**src/rtl/rct_pkg.sv**
```systemverilog
package rct_pkg;
  // index of the lowest set bit; 0 when none
  function automatic int unsigned lowest_set(input logic [31:0] m);
    int unsigned r;
    r = 0;
    for (int i = 31; i >= 0; i--) begin
      if (m[i]) r = i;
    end
    return r;
  endfunction

  // entry layout: {phys_flag, tag}; all zero means architectural file
  function automatic logic is_phys(input logic [31:0] ent, input int unsigned tag_w);
    return ent[tag_w];
  endfunction
endpackage

```
**src/rtl/rct_slot_pool.sv**
```systemverilog
module rct_slot_pool #(
  parameter int NCK = 4,
  localparam int CW = (NCK > 1) ? $clog2(NCK) : 1
) (
  input  logic          clk,
  input  logic          rst_n,
  input  logic          alloc_req,
  input  logic          flush_all,
  input  logic          res_valid,
  input  logic          res_bad,
  input  logic [CW-1:0] res_id,
  output logic          alloc_ok,
  output logic [CW-1:0] alloc_id,
  output logic          restore_go,
  output logic          release_go,
  output logic [NCK-1:0] live_o
);
  import rct_pkg::*;

  logic [NCK-1:0] live;
  logic [NCK-1:0] younger [NCK];
  logic [NCK-1:0] drop;
  logic           any_free;
  logic           hit;

  assign any_free   = ~&live;
  assign hit        = live[res_id];
  assign restore_go = res_valid && res_bad && hit && !flush_all;
  assign release_go = res_valid && !res_bad && hit && !flush_all;
  assign alloc_id   = CW'(lowest_set(32'(~live)));
  assign alloc_ok   = alloc_req && any_free && !flush_all && !restore_go;
  assign live_o     = live;

  always_comb begin
    drop = '0;
    if (flush_all)       drop = '1;
    else if (restore_go) drop = younger[res_id] | (NCK'(1) << res_id);
    else if (release_go) drop = NCK'(1) << res_id;
  end

  always_ff @(posedge clk or negedge rst_n) begin
    if (!rst_n) begin
      live <= '0;
      for (int j = 0; j < NCK; j++) younger[j] <= '0;
    end else begin
      live <= (live & ~drop) | (alloc_ok ? (NCK'(1) << alloc_id) : '0);
      for (int j = 0; j < NCK; j++) begin
        if (alloc_ok && CW'(j) == alloc_id)
          younger[j] <= '0;
        else if (alloc_ok && live[j] && !drop[j])
          younger[j] <= (younger[j] & ~drop) | (NCK'(1) << alloc_id);
        else
          younger[j] <= younger[j] & ~drop;
      end
    end
  end
endmodule

```
**src/rtl/rct_map_store.sv**
```systemverilog
module rct_map_store #(
  parameter int NAR = 16,
  parameter int NPT = 32,
  parameter int NCK = 4,
  parameter int NRD = 2,
  localparam int AW = $clog2(NAR),
  localparam int TW = $clog2(NPT),
  localparam int EW = TW + 1,
  localparam int CW = (NCK > 1) ? $clog2(NCK) : 1
) (
  input  logic                   clk,
  input  logic                   rst_n,
  input  logic [NRD-1:0][AW-1:0] rd_idx,
  output logic [NRD-1:0][EW-1:0] rd_ent,
  input  logic                   wr_en,
  input  logic [AW-1:0]          wr_idx,
  input  logic [TW-1:0]          wr_tag,
  input  logic                   clear_all,
  input  logic                   restore_en,
  input  logic [CW-1:0]          restore_id,
  input  logic                   snap_en,
  input  logic [CW-1:0]          snap_id
);
  logic [EW-1:0] map_q  [NAR];
  logic [EW-1:0] map_d  [NAR];
  logic [EW-1:0] snap_q [NCK][NAR];

  for (genvar p = 0; p < NRD; p++) begin : g_rd
    assign rd_ent[p] = map_q[rd_idx[p]];
  end

  always_comb begin
    for (int r = 0; r < NAR; r++) begin
      if (clear_all)       map_d[r] = '0;
      else if (restore_en) map_d[r] = snap_q[restore_id][r];
      else if (wr_en && AW'(r) == wr_idx) map_d[r] = {1'b1, wr_tag};
      else                 map_d[r] = map_q[r];
    end
  end

  always_ff @(posedge clk or negedge rst_n) begin
    if (!rst_n) begin
      for (int r = 0; r < NAR; r++) map_q[r] <= '0;
    end else begin
      for (int r = 0; r < NAR; r++) map_q[r] <= map_d[r];
    end
  end

  always_ff @(posedge clk) begin
    if (snap_en) begin
      for (int r = 0; r < NAR; r++) snap_q[snap_id][r] <= map_d[r];
    end
  end
endmodule

```
**src/rtl/rename_ckpt_table.sv**
```systemverilog
module rename_ckpt_table #(
  parameter int NAR = 16,
  parameter int NPT = 32,
  parameter int NCK = 4,
  localparam int AW = $clog2(NAR),
  localparam int TW = $clog2(NPT),
  localparam int EW = TW + 1,
  localparam int CW = (NCK > 1) ? $clog2(NCK) : 1
) (
  input  logic          clk,
  input  logic          rst_n,
  input  logic [AW-1:0] src0_idx,
  output logic          src0_phys,
  output logic [TW-1:0] src0_tag,
  input  logic [AW-1:0] src1_idx,
  output logic          src1_phys,
  output logic [TW-1:0] src1_tag,
  input  logic          dst_en,
  input  logic [AW-1:0] dst_idx,
  input  logic [TW-1:0] dst_tag,
  input  logic          br_req,
  output logic          br_grant,
  output logic [CW-1:0] br_ckpt_id,
  output logic          br_stall,
  input  logic          res_valid,
  input  logic          res_mispredict,
  input  logic [CW-1:0] res_ckpt_id,
  input  logic          arch_clear
);
  // named internal events (used by the bound checker)
  logic           restore_go;
  logic           release_go;
  logic           write_go;
  logic [NCK-1:0] slot_live;
  logic [1:0][AW-1:0] rd_idx;
  logic [1:0][EW-1:0] rd_ent;

  rct_slot_pool #(.NCK(NCK)) u_pool (
    .clk(clk), .rst_n(rst_n),
    .alloc_req(br_req), .flush_all(arch_clear),
    .res_valid(res_valid), .res_bad(res_mispredict), .res_id(res_ckpt_id),
    .alloc_ok(br_grant), .alloc_id(br_ckpt_id),
    .restore_go(restore_go), .release_go(release_go), .live_o(slot_live)
  );

  assign write_go = dst_en && !arch_clear && !restore_go;
  assign br_stall = br_req && !br_grant;
  assign rd_idx   = {src1_idx, src0_idx};

  rct_map_store #(.NAR(NAR), .NPT(NPT), .NCK(NCK), .NRD(2)) u_map (
    .clk(clk), .rst_n(rst_n),
    .rd_idx(rd_idx), .rd_ent(rd_ent),
    .wr_en(write_go), .wr_idx(dst_idx), .wr_tag(dst_tag),
    .clear_all(arch_clear),
    .restore_en(restore_go), .restore_id(res_ckpt_id),
    .snap_en(br_grant), .snap_id(br_ckpt_id)
  );

  assign src0_phys = rd_ent[0][TW];
  assign src0_tag  = rd_ent[0][TW-1:0];
  assign src1_phys = rd_ent[1][TW];
  assign src1_tag  = rd_ent[1][TW-1:0];
endmodule

```
**config.mk**
```make
export PLATFORM = sky130hd
export DESIGN_NAME = rename_ckpt_table
export DESIGN_NICKNAME = d
export VERILOG_FILES = /design/src/rtl/rct_pkg.sv /design/src/rtl/rct_slot_pool.sv /design/src/rtl/rct_map_store.sv /design/src/rtl/rename_ckpt_table.sv
export SDC_FILE = /design/constraint.sdc
export NUM_CORES = 1
export LEC_CHECK = 0
export CORE_MARGIN = 1.5
export CORE_UTILIZATION = 62
export DETAILED_ROUTE_END_ITERATION = 8
export HOLD_SLACK_MARGIN = 0.05
export PLACE_DENSITY = 0.8
export SLEW_MARGIN = 20
export SYNTH_ARGS = -nofsm -noshare
export SYNTH_HDL_FRONTEND = slang
export SYNTH_SLANG_ARGS = --single-unit
```
**constraint.sdc**
```tcl
create_clock -name clk -period 3.89 [get_ports clk]
set_input_delay 0.389 -clock clk [delete_from_list [all_inputs] [get_ports clk]]
set_output_delay 0.389 -clock clk [all_outputs]
set_load 0.01 [all_outputs]
```
==> flow_results.xml <==
<?xml version="1.0" encoding="UTF-8"?>
<metrics>
  <group name="placed_design">
    <metric name="dp_hpwl" unit="mm">31.50</metric>
    <metric name="gp_congestion" unit="">0.8532</metric>
    <metric name="dpl_cell_area" unit="sq um">22470</metric>
    <metric name="place_inst" unit="">1701</metric>
    <metric name="port-buffer-count" unit="">41</metric>
  </group>
  <group name="setup_path">
    <metric name="crit_path_top_delay_cell" unit="">sky130_fd_sc_hd__mux4_2</metric>
    <metric name="worstPathCellList" unit="">clkdlybuf4s50_1 -&gt; buf_4 -&gt; mux4_2 -&gt; mux4_2 -&gt; clkdlybuf4s50_1</metric>
    <metric name="reg2reg_to" unit="">u_map.snap_q[2][18]</metric>
    <metric name="reg2reg_from" unit="">u_pool.live_o[3]</metric>
    <metric name="ff2ff_setup_slack" unit="ns">0.98</metric>
    <metric name="cp_data_arrival_time" unit="ns">2.71</metric>
    <metric name="timing.critical_path.from_type" unit="">input pin</metric>
    <metric name="critical_path.n_buffers_inverters" unit="">3</metric>
    <metric name="endpoint_kind" unit="">output pin</metric>
    <metric name="critical_path.max_stage_delay" unit="ns">0.51</metric>
    <metric name="worst-setup-path-type" unit="">input pin to output pin</metric>
    <metric name="depth_of_the_worst_register_to_register_path" unit="">5</metric>
    <metric name="cp.required" unit="ns">3.50</metric>
    <metric name="cp_max_fo" unit="">24</metric>
    <metric name="delay_heaviest_family_cp" unit="">buffers and inverters</metric>
    <metric name="critical_path.startpoint" unit="">src0_idx[1]</metric>
  </group>
  <group name="synthesis">
    <metric name="synthesis.nets" unit="">1303</metric>
    <metric name="post_syn_area" unit="sq um">21530</metric>
    <metric name="syn_inst" unit="">1277</metric>
    <metric name="post_synth_edffs" unit="">384</metric>
    <metric name="ys_dominant_reg_cell" unit="">sky130_fd_sc_hd__edfxtp_1</metric>
    <metric name="yosys_register_bits" unit="">496</metric>
    <metric name="syn_area_per_cell" unit="sq um">16.86</metric>
    <metric name="async_flop_share" unit="%">22.58</metric>
    <metric name="count_of_yosys_warnings_during_synthesis" unit="">0</metric>
    <metric name="number_of_distinct_library_cells_after_synthesis" unit="">52</metric>
    <metric name="synth.yosys.seq_area_share" unit="%">66.58</metric>
  </group>
  <group name="sta">
    <metric name="final.setup.tns" unit="ns">0</metric>
    <metric name="layout_worst_path_cycle_share" unit="%">79.68</metric>
    <metric name="setup_repair_after_global_routing_missed_its_margin" unit="">false</metric>
    <metric name="maxSlewHeadroom" unit="%">32.66</metric>
    <metric name="fin_worst_skew" unit="ns">0.01893</metric>
    <metric name="timing_hold_violations_final" unit="">0</metric>
    <metric name="fin_hold_ws" unit="ns">0.5137</metric>
    <metric name="report.final.setup_viol" unit="">0</metric>
    <metric name="max_freq" unit="MHz">322.6</metric>
    <metric name="maxSlewViolCount" unit="">0</metric>
    <metric name="final.min_clock_period" unit="ns">3.099</metric>
    <metric name="timing_worst_slew_pin_value" unit="ns">1.010</metric>
  </group>
  <group name="global_routing">
    <metric name="grt_start_max_net_pins" unit="">141</metric>
    <metric name="via_count_of_the_first_global_routing_pass" unit="">13110</metric>
    <metric name="grtUsageMet1" unit="%">42.87</metric>
    <metric name="globalRouteMet3Util" unit="%">6.821</metric>
    <metric name="gr-usage-met2" unit="%">46.51</metric>
    <metric name="grt_antenna_before_repair" unit="">0</metric>
    <metric name="grt-busiest-layer" unit="">met2</metric>
    <metric name="global_route.usage.total" unit="%">30.36</metric>
    <metric name="grt_first_pass_wirelength" unit="mm">80.79</metric>
    <metric name="grt.overflow.total" unit="">0</metric>
  </group>
  <group name="pwr">
    <metric name="netSwitchingPower" unit="mW">2.509</metric>
    <metric name="leakage" unit="nW">8.036</metric>
    <metric name="powerDensity" unit="nW/um^2">480.1</metric>
    <metric name="internal-power" unit="mW">9.074</metric>
    <metric name="power_frac_seq" unit="%">51.2</metric>
    <metric name="max-vdd-ir-drop" unit="mV">0.3579</metric>
    <metric name="share_comb_of_total_power" unit="%">7.0</metric>
    <metric name="switching_share" unit="%">21.66</metric>
    <metric name="share_clk_of_total_power" unit="%">41.7</metric>
  </group>
  <group name="routing">
    <metric name="route.detailed.wl_per_inst" unit="microns">29.48</metric>
    <metric name="routed_via_density" unit="">7.345</metric>
    <metric name="wirelength" unit="mm">52.79</metric>
    <metric name="dr.pass1.iters" unit="">7</metric>
    <metric name="routed-via-count" unit="">13150</metric>
    <metric name="drc" unit="">0</metric>
    <metric name="dr.first_iter.drc_count" unit="">1920</metric>
    <metric name="antenna_violating_nets_post_route" unit="">0</metric>
  </group>
  <group name="clock_tree">
    <metric name="number_of_gates_resized_after_cts" unit="">0</metric>
    <metric name="cts-buffers-inserted" unit="">48</metric>
    <metric name="clkLatencyLatePin" unit="ns">0.57</metric>
    <metric name="clk_pin_slew_worst_paths" unit="ns">0.06</metric>
    <metric name="cts.sink_count" unit="">496</metric>
    <metric name="htreeDepth" unit="">2</metric>
    <metric name="cts_tree" unit="">done</metric>
    <metric name="clock_path_buffers" unit="">3</metric>
    <metric name="cts_root_buf" unit="">sky130_fd_sc_hd__clkbuf_16</metric>
  </group>
  <group name="floorplanning">
    <metric name="die_h" unit="microns">189.3</metric>
    <metric name="top_level_ports" unit="">42</metric>
    <metric name="floorplan_core_area" unit="sq um">34370</metric>
    <metric name="row_count" unit="">68</metric>
    <metric name="die_w" unit="microns">189.3</metric>
    <metric name="initial_core_util" unit="%">62.63</metric>
    <metric name="dieArea" unit="sq um">35850</metric>
  </group>
  <group name="cells_and_area">
    <metric name="drive_gt1_share" unit="%">22.68</metric>
    <metric name="design.final.nets" unit="">1323</metric>
    <metric name="finalNonFillerCells" unit="">1791</metric>
    <metric name="diodes" unit="">0</metric>
    <metric name="syn2layout_area_growth" unit="%">12.07</metric>
    <metric name="post-route-cell-area" unit="sq um">24130</metric>
  </group>
  <group name="min_path">
    <metric name="hold_path_class" unit="">input pin to async pin</metric>
  </group>
  <group name="outcome">
    <metric name="run_status" unit="">complete, no violations</metric>
  </group>
  <group name="run">
    <metric name="drv.max_cap_violation_count" unit="">0</metric>
  </group>
</metrics>
## cells in the final DEF (no fill, tap or decap), types with 5 or more instances in the layout
cell type and n:
sky130_fd_sc_hd__o21ai_1 29, sky130_fd_sc_hd__buf_4 27, sky130_fd_sc_hd__nor2_1 97, sky130_fd_sc_hd__nand2b_1 8, sky130_fd_sc_hd__a32o_1 10, sky130_fd_sc_hd__clkinv_2 10
sky130_fd_sc_hd__a21oi_1 24, sky130_fd_sc_hd__nand4_1 7, sky130_fd_sc_hd__mux4_2 156, sky130_fd_sc_hd__a211oi_1 15, sky130_fd_sc_hd__nand4b_1 6, sky130_fd_sc_hd__bufinv_16 8
sky130_fd_sc_hd__or2_2 16, sky130_fd_sc_hd__nor3b_1 5, sky130_fd_sc_hd__edfxtp_1 384, sky130_fd_sc_hd__clkinv_1 10, sky130_fd_sc_hd__o21ai_0 53, sky130_fd_sc_hd__nor3_1 19
sky130_fd_sc_hd__nand3_1 20, sky130_fd_sc_hd__buf_12 14, sky130_fd_sc_hd__or3_1 59, sky130_fd_sc_hd__clkbuf_16 49, sky130_fd_sc_hd__inv_1 5, sky130_fd_sc_hd__nand2_1 12
sky130_fd_sc_hd__nand4bb_1 6, sky130_fd_sc_hd__a311oi_1 81, sky130_fd_sc_hd__dfrtp_1 112, sky130_fd_sc_hd__clkdlybuf4s50_1 35
## kinds of logic after synthesis
family                 count (synthesis)  synth area share [%]
AOI/OAI and AO/OA                    228                 7.410
DFF                                  496                 66.58
and+or+nand+nor                      274                 6.893
buffers and inverters                119                 2.540
muxes                                160                 16.58
## state kept, by name, summed over array words and instances (netlist names)
signal / flops
u_map.map_q: 96
u_map.snap_q: 384
u_pool.live_o: 4
u_pool.younger: 12
## power by group through the flow
stage	registers, mW	logic, mW	clock network, mW
after floorplan	6.02	0.522	0
after global placement	6.03	0.789	0
after detailed placement	6.04	0.800	0
after CTS	5.93	0.808	4.88
after global routing	5.94	0.862	5.08
final	5.94	0.813	4.83
## per-stage QoR
step	setup slack (ns)	utilization [%]	power, mW
2_1_floorplan	0.3330	-	6.541
5_1_grt	0.7585	70.20	11.88
6_report	0.7906	70.20	11.58
3_5_place_dp	0.5967	65.36	6.840
4_1_cts	0.8076	70.20	11.62
3_3_place_gp	0.6896	65.36	6.817
## layout make-up
type,count,area [sq um]
well taps,455,569.3
inverters,9,43.79
clock buffers,56,1282
fillers,2137,10240
flip-flops and latches,496,14330
clock inverters,33,369.1
multi-input cells,662,6665
repair buffers,80,864.6
## worst register-to-register path, stage by stage (launching register included)
cell	delay, ns
sky130_fd_sc_hd__dfrtp_1	0.44
sky130_fd_sc_hd__mux2i_2	0.37
sky130_fd_sc_hd__o22ai_4	0.16
sky130_fd_sc_hd__buf_12	0.26
sky130_fd_sc_hd__or3_1	0.52
sky130_fd_sc_hd__a311oi_1	0.84
## how the worst max path moves through the flow
stage | end | slack (ns) | cells past startpoint
2_1_floorplan | u_map.snap_q[1][0] | 0.33 | 6
6_report | src0_tag[1] | 0.79 | 5
5_1_grt | src0_tag[0] | 0.76 | 5
3_3_place_gp | u_map.snap_q[2][70] | 0.69 | 6
3_5_place_dp | u_map.snap_q[1][78] | 0.60 | 4
4_1_cts | src0_tag[2] | 0.81 | 5
## cells in the mapped netlist, types with 5 or more instances
library cell	instances	area (sq um)
sky130_fd_sc_hd__or2_2	16	100.1
sky130_fd_sc_hd__nand4_1	7	43.79
sky130_fd_sc_hd__nor3b_1	5	37.54
sky130_fd_sc_hd__nand3_1	20	100.1
sky130_fd_sc_hd__nand2b_1	9	56.30
sky130_fd_sc_hd__mux4_2	156	3513
sky130_fd_sc_hd__a32o_1	10	100.1
sky130_fd_sc_hd__a311oi_1	81	709.4
sky130_fd_sc_hd__nor3_1	19	95.09
sky130_fd_sc_hd__dfrtp_1	112	2803
sky130_fd_sc_hd__clkbuf_1	62	232.7
sky130_fd_sc_hd__or3_1	59	369.1
sky130_fd_sc_hd__buf_6	8	90.09
sky130_fd_sc_hd__o21ai_1	29	145.1
sky130_fd_sc_hd__edfxtp_1	384	11530
sky130_fd_sc_hd__nand4b_1	6	52.55
sky130_fd_sc_hd__a211oi_1	15	112.6
sky130_fd_sc_hd__buf_1	8	30.03
sky130_fd_sc_hd__nand4bb_1	6	67.56
sky130_fd_sc_hd__inv_1	7	26.28
sky130_fd_sc_hd__nor2_1	97	364.1
sky130_fd_sc_hd__nand2_1	12	45.04
sky130_fd_sc_hd__o21ai_0	53	265.3
sky130_fd_sc_hd__buf_2	32	160.2
sky130_fd_sc_hd__a21oi_1	24	120.1
## repair_timing
item,4_1_cts,5_1_grt
endpoints found under the hold margin,62,0
hold buffers,1,0
buffers inserted,0,0
## per-layer routing
metal  share of wire [%]  vias to the layer above
met1                  38                     6766
met2                  48                      918
met4                 4.2                        0
met3                  10                      167
li1                    -                     5303
met5                   0                        -
(Power assumes the default switching activity.)
